[src/rtl/dotcpu_pkg.sv]
// Package: shared opcodes, sequencer states and decode helpers for the
// dot-product core. Assumes a 4-bit opcode in the top nibble of the byte.
package dotcpu_pkg;

    localparam logic [3:0] OP_HALT  = 4'd0;
    localparam logic [3:0] OP_LOAD  = 4'd1;
    localparam logic [3:0] OP_STORE = 4'd2;
    localparam logic [3:0] OP_ADD   = 4'd3;
    localparam logic [3:0] OP_MUL   = 4'd4;
    localparam logic [3:0] OP_PUSH  = 4'd5;
    localparam logic [3:0] OP_POP   = 4'd6;
    localparam logic [3:0] OP_CALL  = 4'd7;
    localparam logic [3:0] OP_RET   = 4'd8;

    typedef enum logic [1:0] {
        ST_FETCH = 2'd0,
        ST_OPND  = 2'd1,
        ST_EXEC  = 2'd2,
        ST_HALT  = 2'd3
    } seq_state_e;

    // True for opcodes that carry an address byte after the instruction.
    function automatic logic needs_operand(input logic [3:0] op);
        return (op == OP_LOAD) || (op == OP_STORE) || (op == OP_CALL);
    endfunction

endpackage

[src/rtl/dotcpu_regfile.sv]
// Register bank: NREG registers of DW bits, one write port and two
// combinational read ports. Assumes synchronous active-low reset to zero.
module dotcpu_regfile #(
    parameter int DW   = 8,
    parameter int NREG = 4,
    localparam int RIDX = $clog2(NREG)
) (
    input  logic            clk,
    input  logic            rst_n,
    input  logic            wr_en,
    input  logic [RIDX-1:0] wr_idx,
    input  logic [DW-1:0]   wr_data,
    input  logic [RIDX-1:0] rd_a_idx,
    input  logic [RIDX-1:0] rd_b_idx,
    output logic [DW-1:0]   rd_a,
    output logic [DW-1:0]   rd_b
);

    logic [NREG-1:0][DW-1:0] bank;

    for (genvar g = 0; g < NREG; g++) begin : g_reg
        logic [DW-1:0] q;

        // Hold one register; load it when the write port selects it.
        always_ff @(posedge clk) begin
            if (!rst_n)
                q <= '0;
            else if (wr_en && (wr_idx == RIDX'(g)))
                q <= wr_data;
        end

        assign bank[g] = q;
    end

    assign rd_a = bank[rd_a_idx];
    assign rd_b = bank[rd_b_idx];

endmodule

[src/rtl/dotcpu_alu.sv]
// Arithmetic unit: full-width add and a half-width by half-width multiply.
// Assumes DW is even; other opcodes pass operand A through.
module dotcpu_alu
    import dotcpu_pkg::*;
#(
    parameter int DW = 8,
    localparam int NIB = DW / 2
) (
    input  logic [3:0]    op,
    input  logic [DW-1:0] a,
    input  logic [DW-1:0] b,
    output logic [DW-1:0] y
);

    logic [DW-1:0] a_lo;
    logic [DW-1:0] b_lo;

    assign a_lo = {{(DW-NIB){1'b0}}, a[NIB-1:0]};
    assign b_lo = {{(DW-NIB){1'b0}}, b[NIB-1:0]};

    // Select the arithmetic result for the current opcode.
    always_comb begin
        case (op)
            OP_ADD:  y = a + b;
            OP_MUL:  y = a_lo * b_lo;
            default: y = a;
        endcase
    end

endmodule

[src/rtl/dotcpu_ctrl.sv]
// Sequencer: fetch, optional operand fetch and execute phases. Owns PC,
// SP, the instruction and operand latches, and drives the RAM port and
// the register write port. Assumes AW == DW so PC values fit a data byte.
module dotcpu_ctrl
    import dotcpu_pkg::*;
#(
    parameter int DW   = 8,
    parameter int AW   = 8,
    parameter int RIDX = 2
) (
    input  logic            clk,
    input  logic            rst_n,
    input  logic [DW-1:0]   rom_data,
    input  logic [DW-1:0]   ram_rdata,
    input  logic [DW-1:0]   reg_a,
    input  logic [DW-1:0]   alu_y,
    output logic [AW-1:0]   pc,
    output logic [AW-1:0]   ram_addr,
    output logic [DW-1:0]   ram_wdata,
    output logic            ram_we,
    output logic            reg_we,
    output logic [DW-1:0]   reg_wdata,
    output logic [RIDX-1:0] ra_idx,
    output logic [RIDX-1:0] rb_idx,
    output logic [3:0]      op,
    output logic            done
);

    localparam logic [AW-1:0] ONE_A = AW'(1);

    seq_state_e      state;
    logic [DW-1:0]   ir;
    logic [AW-1:0]   opnd;
    logic [AW-1:0]   sp;
    logic [AW-1:0]   sp_up;
    logic            in_exec;

    assign op      = ir[DW-1 -: 4];
    assign ra_idx  = ir[2*RIDX-1:RIDX];
    assign rb_idx  = ir[RIDX-1:0];
    assign sp_up   = sp + ONE_A;
    assign in_exec = (state == ST_EXEC);
    assign done    = (state == ST_HALT);

    // Advance the phase sequencer and update PC, SP and the latches.
    always_ff @(posedge clk) begin
        if (!rst_n) begin
            state <= ST_FETCH;
            pc    <= '0;
            ir    <= '0;
            opnd  <= '0;
            sp    <= '1;
        end else begin
            case (state)
                ST_FETCH: begin
                    ir    <= rom_data;
                    pc    <= pc + ONE_A;
                    state <= needs_operand(rom_data[DW-1 -: 4]) ? ST_OPND : ST_EXEC;
                end
                ST_OPND: begin
                    opnd  <= rom_data[AW-1:0];
                    pc    <= pc + ONE_A;
                    state <= ST_EXEC;
                end
                ST_EXEC: begin
                    state <= ST_FETCH;
                    case (op)
                        OP_HALT: state <= ST_HALT;
                        OP_PUSH: sp <= sp - ONE_A;
                        OP_POP:  sp <= sp_up;
                        OP_CALL: begin
                            sp <= sp - ONE_A;
                            pc <= opnd;
                        end
                        OP_RET: begin
                            sp <= sp_up;
                            pc <= ram_rdata[AW-1:0];
                        end
                        default: ;
                    endcase
                end
                default: state <= ST_HALT;
            endcase
        end
    end

    // Drive the RAM port and register write port during execute.
    always_comb begin
        ram_addr  = sp;
        ram_wdata = '0;
        ram_we    = 1'b0;
        reg_we    = 1'b0;
        reg_wdata = alu_y;
        if (in_exec) begin
            case (op)
                OP_LOAD: begin
                    ram_addr  = opnd;
                    reg_we    = 1'b1;
                    reg_wdata = ram_rdata;
                end
                OP_STORE: begin
                    ram_addr  = opnd;
                    ram_wdata = reg_a;
                    ram_we    = 1'b1;
                end
                OP_ADD, OP_MUL: reg_we = 1'b1;
                OP_PUSH: begin
                    ram_wdata = reg_a;
                    ram_we    = 1'b1;
                end
                OP_POP: begin
                    ram_addr  = sp_up;
                    reg_we    = 1'b1;
                    reg_wdata = ram_rdata;
                end
                OP_CALL: begin
                    ram_wdata = DW'(pc);
                    ram_we    = 1'b1;
                end
                OP_RET: ram_addr = sp_up;
                default: ;
            endcase
        end
    end

    AST_FETCH_STEP: assert property (@(posedge clk) disable iff (!rst_n)
        (state == ST_FETCH) |=> (pc == $past(pc) + ONE_A));
    AST_OPND_TO_EXEC: assert property (@(posedge clk) disable iff (!rst_n)
        (state == ST_OPND) |=> (state == ST_EXEC));
    AST_CALL_JUMP: assert property (@(posedge clk) disable iff (!rst_n)
        (in_exec && op == OP_CALL) |=> (pc == $past(opnd)));
    AST_PUSH_SP: assert property (@(posedge clk) disable iff (!rst_n)
        (in_exec && op == OP_PUSH) |=> (sp == $past(sp) - ONE_A));
    AST_HALT_FROZEN: assert property (@(posedge clk) disable iff (!rst_n)
        (state == ST_HALT) |=> ($stable(pc) && state == ST_HALT));

endmodule

[src/rtl/dotcpu_top.sv]
// Dot-product core top: joins sequencer, register bank and ALU. Assumes
// an external ROM and RAM, both with combinational reads and the RAM
// written at the rising edge.
module dotcpu_top
    import dotcpu_pkg::*;
#(
    parameter int DW   = 8,
    parameter int AW   = 8,
    parameter int NREG = 4,
    localparam int RIDX    = $clog2(NREG),
    localparam int NIB     = DW / 2,
    localparam int MUL_MAX = ((2**NIB) - 1) * ((2**NIB) - 1)
) (
    input  logic          clk,
    input  logic          rst_n,
    output logic [AW-1:0] rom_addr,
    input  logic [DW-1:0] rom_data,
    output logic [AW-1:0] ram_addr,
    output logic [DW-1:0] ram_wdata,
    output logic          ram_we,
    input  logic [DW-1:0] ram_rdata,
    output logic          done
);

    logic [DW-1:0]   reg_a;
    logic [DW-1:0]   reg_b;
    logic [DW-1:0]   alu_y;
    logic            reg_we;
    logic [DW-1:0]   reg_wdata;
    logic [RIDX-1:0] ra_idx;
    logic [RIDX-1:0] rb_idx;
    logic [3:0]      op;

    dotcpu_ctrl #(.DW(DW), .AW(AW), .RIDX(RIDX)) u_ctrl (
        .clk       (clk),
        .rst_n     (rst_n),
        .rom_data  (rom_data),
        .ram_rdata (ram_rdata),
        .reg_a     (reg_a),
        .alu_y     (alu_y),
        .pc        (rom_addr),
        .ram_addr  (ram_addr),
        .ram_wdata (ram_wdata),
        .ram_we    (ram_we),
        .reg_we    (reg_we),
        .reg_wdata (reg_wdata),
        .ra_idx    (ra_idx),
        .rb_idx    (rb_idx),
        .op        (op),
        .done      (done)
    );

    dotcpu_regfile #(.DW(DW), .NREG(NREG)) u_regs (
        .clk      (clk),
        .rst_n    (rst_n),
        .wr_en    (reg_we),
        .wr_idx   (ra_idx),
        .wr_data  (reg_wdata),
        .rd_a_idx (ra_idx),
        .rd_b_idx (rb_idx),
        .rd_a     (reg_a),
        .rd_b     (reg_b)
    );

    dotcpu_alu #(.DW(DW)) u_alu (
        .op (op),
        .a  (reg_a),
        .b  (reg_b),
        .y  (alu_y)
    );

    AST_MUL_RANGE: assert property (@(posedge clk) disable iff (!rst_n)
        (reg_we && op == OP_MUL) |-> (reg_wdata <= DW'(MUL_MAX)));
    AST_DONE_QUIET: assert property (@(posedge clk) disable iff (!rst_n)
        done |-> !ram_we);
    AST_DONE_STICKY: assert property (@(posedge clk) disable iff (!rst_n)
        done |=> done);

endmodule

[config.mk]
export PLATFORM = sky130hd
export DESIGN_NAME = dotcpu_top
export DESIGN_NICKNAME = d
export VERILOG_FILES = /design/src/rtl/dotcpu_pkg.sv /design/src/rtl/dotcpu_regfile.sv /design/src/rtl/dotcpu_alu.sv /design/src/rtl/dotcpu_ctrl.sv /design/src/rtl/dotcpu_top.sv
export SDC_FILE = /design/constraint.sdc
export NUM_CORES = 1
export LEC_CHECK = 0
export BUFFER_PORTS_ARGS = -buffer_cell sky130_fd_sc_hd__buf_2
export CAP_MARGIN = 20
export CORE_MARGIN = 2
export CORE_UTILIZATION = 50
export CTS_CLUSTER_DIAMETER = 100
export DETAILED_ROUTE_END_ITERATION = 6
export HOLD_SLACK_MARGIN = 0.1
export PLACE_DENSITY = 0.69
export SKIP_CTS_REPAIR_TIMING = 1
export SYNTH_ARGS = -nofsm -noshare
export SYNTH_HDL_FRONTEND = slang
export SYNTH_SLANG_ARGS = --single-unit
[constraint.sdc]
create_clock -name clk -period 5.45 [get_ports clk]
set_input_delay 1.09 -clock clk [delete_from_list [all_inputs] [get_ports clk]]
set_output_delay 1.09 -clock clk [all_outputs]
set_load 0.05 [all_outputs]
==> qor.tcl <==
set qor(final_layout_setup_total_negative_slack_ns) 0
set qor(synth_enable_flop_cells) 0
set qor(post_drt_via_cell_ratio) 6.18
set qor(netlist_instances) 606
set qor(timing.max_cap.violations) 0
set qor(detail_route.wirelength_mm) 13.8
set qor(drt-pass1-iter-count) 5
set qor(ff2ff_setup_slack_ns) 1.12
set qor(worst_hold_path.num_cells) 2
set qor(critical_path.most_common_cell) {sky130_fd_sc_hd__fa_1}
set qor(worstReg2RegStart) {u_ctrl.ir[2]$_SDFFE_PN0P_}
set qor(htree_levels) 3
set qor(layout-area-overhead-vs-synth_pct) 9.29
set qor(timing.clock.skew_ns) 0.0136
set qor(placeable_core_region_sq_um) 9280
set qor(synthesis.yosys.warnings) 0
set qor(grt_setup_unrepaired) {false}
set qor(timing.critical_path.max_delay_family) {adder cells}
set qor(critPathKind) {flop to flop}
set qor(grt_antenna_before_repair) 0
set qor(height_of_the_die_um) 102
set qor(synth_flop_cell) {sky130_fd_sc_hd__dfxtp_1}
set qor(cts_max_path_buffers) 2
set qor(worst-endpoint-required_ns) 5.71
set qor(finalCoreUtilization_pct) 56.8
set qor(stage_delay_of_the_slowest_cell_on_the_critical_path_ns) 0.78
set qor(timing.final.setup_violations) 0
set qor(synth_area_per_cell_sq_um) 7.96
set qor(io_pins) 44
set qor(final_antenna_net_count) 0
set qor(r2r_end) {u_regs.g_reg[3].q[7]$_SDFFE_PN0P_}
set qor(drcViolationCount) 0
set qor(grt_max_degree) 47
set qor(timing.critical_path.slowest_stage_cell) {sky130_fd_sc_hd__dfxtp_1}
set qor(timing.critical_path.from) {u_ctrl.ir[2]$_SDFFE_PN0P_}
set qor(power.density_nw_per_um2) 254
set qor(clock_sink_count) 66
set qor(post-route-period-util_pct) 79.5
set qor(grt_first_pass_wirelength_mm) 22.6
set qor(cts_inserted_buffers) 9
set qor(area.sequential_sq_um) 1320
set qor(avgRoutedWirePerCell_um) 18.2
set qor(max_freq_ghz) 0.231
set qor(synth.net_count) 651
set qor(multiInputGateArea_sq_um) 3260
set qor(hold_violations) 0
set qor(number_of_cell_rows) 35
set qor(r2r_cells) 12
set qor(clkSlewWorstSetupHoldPaths_ns) 0.07
set qor(p_leak_nw) 2.07
set qor(grt_use_total_pct) 28.0
set qor(portbufs) 43
set qor(diodes) 0
set qor(timing.critical_path.depth) 12
set qor(worst_hold_path_type) {flop to flop}
set qor(congestion_overflow_gr) 0
set qor(die_area_sq_um) 10400
set qor(count_of_routing_violations_after_the_opening_detailed_route_iteration) 346
set qor(hpwlAfterDp_mm) 10.3
set qor(min_period_ns) 4.33
set qor(min-delay-start) {u_regs.g_reg[0].q[1]$_SDFFE_PN0P_}
set qor(worstHoldEndpoint) {u_regs.g_reg[0].q[1]$_SDFFE_PN0P_}
set qor(first_global_vias) 4424
set qor(slew_headroom_pct) 36.9
set qor(nFillCells) 885
set qor(gp_congestion) 1.00
set qor(timing.critical_path.arrival_ns) 4.59
set qor(die_width_um) 102
set qor(worstPathCellList) {mux4_2 -> nand2_1 -> fa_1 -> inv_1 -> fa_1 -> ha_1 -> a21o_1 -> a21oi_1 -> nor2b_1 -> or4_1 -> and3_1 -> a311oi_1}
set qor(initial_utilization_pct) 51.9
set qor(setup.worst_path.start_class) {flop}
set qor(synth-async-reset-ratio_pct) 0
set qor(hold_ws_ns) 0.470
set qor(route.vias.total) 4700
set qor(final-max-slew-violation-count) 0
set qor(clockRootBuffer) {sky130_fd_sc_hd__clkbuf_8}
set qor(path_max_fanout) 14
set qor(status) {complete, no violations}
set qor(clock_latency_ns) 0.35
set qor(synthDistinctLibCells) 67
set qor(worst_slew_pin_slew_ns) 0.938
set qor(max-vdd-ir-drop_mv) 0.135
set qor(worstPathBufferInverterCount) 1
set qor(ys_seq_elements) 66
set qor(fin_nets) 672
set qor(netlist_area_sq_um) 4820
set qor(clock_tree_from_tritoncts) {done}
set qor(timing.critical_path.to_type) {flop}
set qor(layout-drive-gt1-share_pct) 15.8
set qor(synth_seq_area_share_pct) 27.4
## per-stage QoR
step | setup slack (ns) | total power, mW | area (sq um) | cells
6_report | 1.12 | 1.34 | 5270 | 761
5_1_grt | 0.845 | 1.40 | 5270 | 761
4_1_cts | 1.11 | 1.34 | 5270 | 761
3_5_place_dp | 1.10 | 0.913 | 5060 | 745
3_3_place_gp | 1.21 | 0.904 | 5060 | 744
2_1_floorplan | 1.48 | 0.827 | 4820 | 606
## flip-flops by register name, indices dropped and copies added (netlist names)
signal and count:
u_ctrl.ir 8, u_ctrl.opnd 8, u_ctrl.pc 8, u_ctrl.sp 8, u_ctrl.state 2, u_regs.g.q 32
## synth_stat cells, types with 5 or more instances
cell type,count,area share [%]
sky130_fd_sc_hd__mux2i_1,11,2.3
sky130_fd_sc_hd__nor2b_1,6,0.78
sky130_fd_sc_hd__xor2_1,5,0.91
sky130_fd_sc_hd__nand3_1,7,0.73
sky130_fd_sc_hd__dfxtp_1,66,27
sky130_fd_sc_hd__nor2_1,51,4.0
sky130_fd_sc_hd__inv_1,20,1.6
sky130_fd_sc_hd__a22oi_1,13,2.0
sky130_fd_sc_hd__a21oi_1,64,6.6
sky130_fd_sc_hd__clkbuf_1,21,1.6
sky130_fd_sc_hd__nand2_1,103,8.0
sky130_fd_sc_hd__o21ai_0,34,3.5
sky130_fd_sc_hd__and3_1,5,0.65
sky130_fd_sc_hd__o211ai_1,7,1.1
sky130_fd_sc_hd__o21ai_1,7,0.73
sky130_fd_sc_hd__a21o_1,8,1.2
sky130_fd_sc_hd__a31oi_1,6,0.78
sky130_fd_sc_hd__fa_1,5,2.1
sky130_fd_sc_hd__mux4_2,16,7.5
sky130_fd_sc_hd__buf_2,12,1.2
sky130_fd_sc_hd__a211oi_1,7,1.1
sky130_fd_sc_hd__and2_1,11,1.4
sky130_fd_sc_hd__ha_1,22,5.7
sky130_fd_sc_hd__nand2b_1,5,0.65
sky130_fd_sc_hd__o22ai_1,6,0.78
sky130_fd_sc_hd__xnor2_1,10,1.8
## worst max path at each step
stage / slack [ns] / to
after CTS: 1.11 / u_regs.g_reg[3].q[7]$_SDFFE_PN0P_
final: 1.12 / u_regs.g_reg[3].q[7]$_SDFFE_PN0P_
after detailed placement: 1.10 / u_regs.g_reg[3].q[7]$_SDFFE_PN0P_
after floorplan: 1.48 / u_regs.g_reg[3].q[7]$_SDFFE_PN0P_
after global routing: 0.84 / u_regs.g_reg[3].q[7]$_SDFFE_PN0P_
after global placement: 1.21 / u_regs.g_reg[3].q[7]$_SDFFE_PN0P_
## layout make-up
cell class | instances | area share, %
Tap cell | 129 | 3.06
Clock inverter | 5 | 0.997
Multi-Input combinational cell | 482 | 61.8
Sequential cell | 66 | 25.1
Inverter | 21 | 1.50
Timing Repair Buffer | 47 | 4.65
Clock buffer | 11 | 2.87
## worst min-delay path: cells and delay by family (launching register included)
kind / cells / cell delay, ns
flip-flops: 1 / 0.32
AND/OR/NAND/NOR: 1 / 0.05
AO/OA/AOI/OAI: 1 / 0.05
## power breakdown
part           total [mW]  internal (mW)  switching [mW]
Combinational       0.337          0.111           0.227
Sequential          0.569          0.507          0.0619
Clock               0.431          0.234           0.197
Total                1.34          0.851           0.485
## routing by layer
metal / vias to the layer above / global-route usage (%) / wire length [um] / part of all wire [%]
met5: - / 0 / 0 / 0
met4: 0 / 12.2 / 351 / 2.5
li1: 2240 / - / - / -
met1: 2221 / 38.5 / 6050 / 44
met3: 36 / 3.90 / 1120 / 8.1
met2: 203 / 44.3 / 6320 / 46
## layout by cell type, fill, tap and decap left out, types with 4 or more instances in the layout
cell type	Yosys	layout
sky130_fd_sc_hd__nor4_2	4	4
sky130_fd_sc_hd__nand2b_1	5	5
sky130_fd_sc_hd__and3_1	5	5
sky130_fd_sc_hd__nand3_1	7	7
sky130_fd_sc_hd__inv_1	20	20
sky130_fd_sc_hd__ha_1	22	22
sky130_fd_sc_hd__a21oi_1	64	64
sky130_fd_sc_hd__a31oi_1	6	6
sky130_fd_sc_hd__o22ai_1	6	6
sky130_fd_sc_hd__a21o_1	8	8
sky130_fd_sc_hd__buf_4	2	4
sky130_fd_sc_hd__nor2_1	51	51
sky130_fd_sc_hd__fa_1	5	5
sky130_fd_sc_hd__mux4_2	16	16
sky130_fd_sc_hd__clkbuf_8	0	11
sky130_fd_sc_hd__and2_1	11	11
sky130_fd_sc_hd__buf_2	12	43
sky130_fd_sc_hd__dfxtp_1	66	66
sky130_fd_sc_hd__mux2i_1	11	11
sky130_fd_sc_hd__or4_1	4	4
sky130_fd_sc_hd__nand3b_1	4	4
sky130_fd_sc_hd__nor2b_1	6	6
sky130_fd_sc_hd__a211oi_1	7	7
sky130_fd_sc_hd__o21ai_0	34	34
sky130_fd_sc_hd__o21ai_1	7	7
sky130_fd_sc_hd__o211ai_1	7	7
sky130_fd_sc_hd__nor3_1	4	4
sky130_fd_sc_hd__o22a_1	4	4
sky130_fd_sc_hd__a22oi_1	13	13
sky130_fd_sc_hd__xor2_1	5	5
sky130_fd_sc_hd__nand2_1	103	103
sky130_fd_sc_hd__xnor2_1	10	10
## cells by family (layout without fill, tap and decap cells)
| family | Yosys count | after routing | synth area share [%] |
|---|---|---|---|
| xor gates and xnor gates | 15 | 15 | 2.73 |
| DFF | 66 | 66 | 27.4 |
| muxes | 30 | 30 | 10.5 |
| and+or+nand+nor | 230 | 230 | 23.1 |
| AOI/OAI and AO/OA | 180 | 180 | 23.4 |
| adders and majority gates | 27 | 27 | 7.79 |
| buffers and inverters | 58 | 84 | 5.14 |
(Power assumes the default switching activity.)
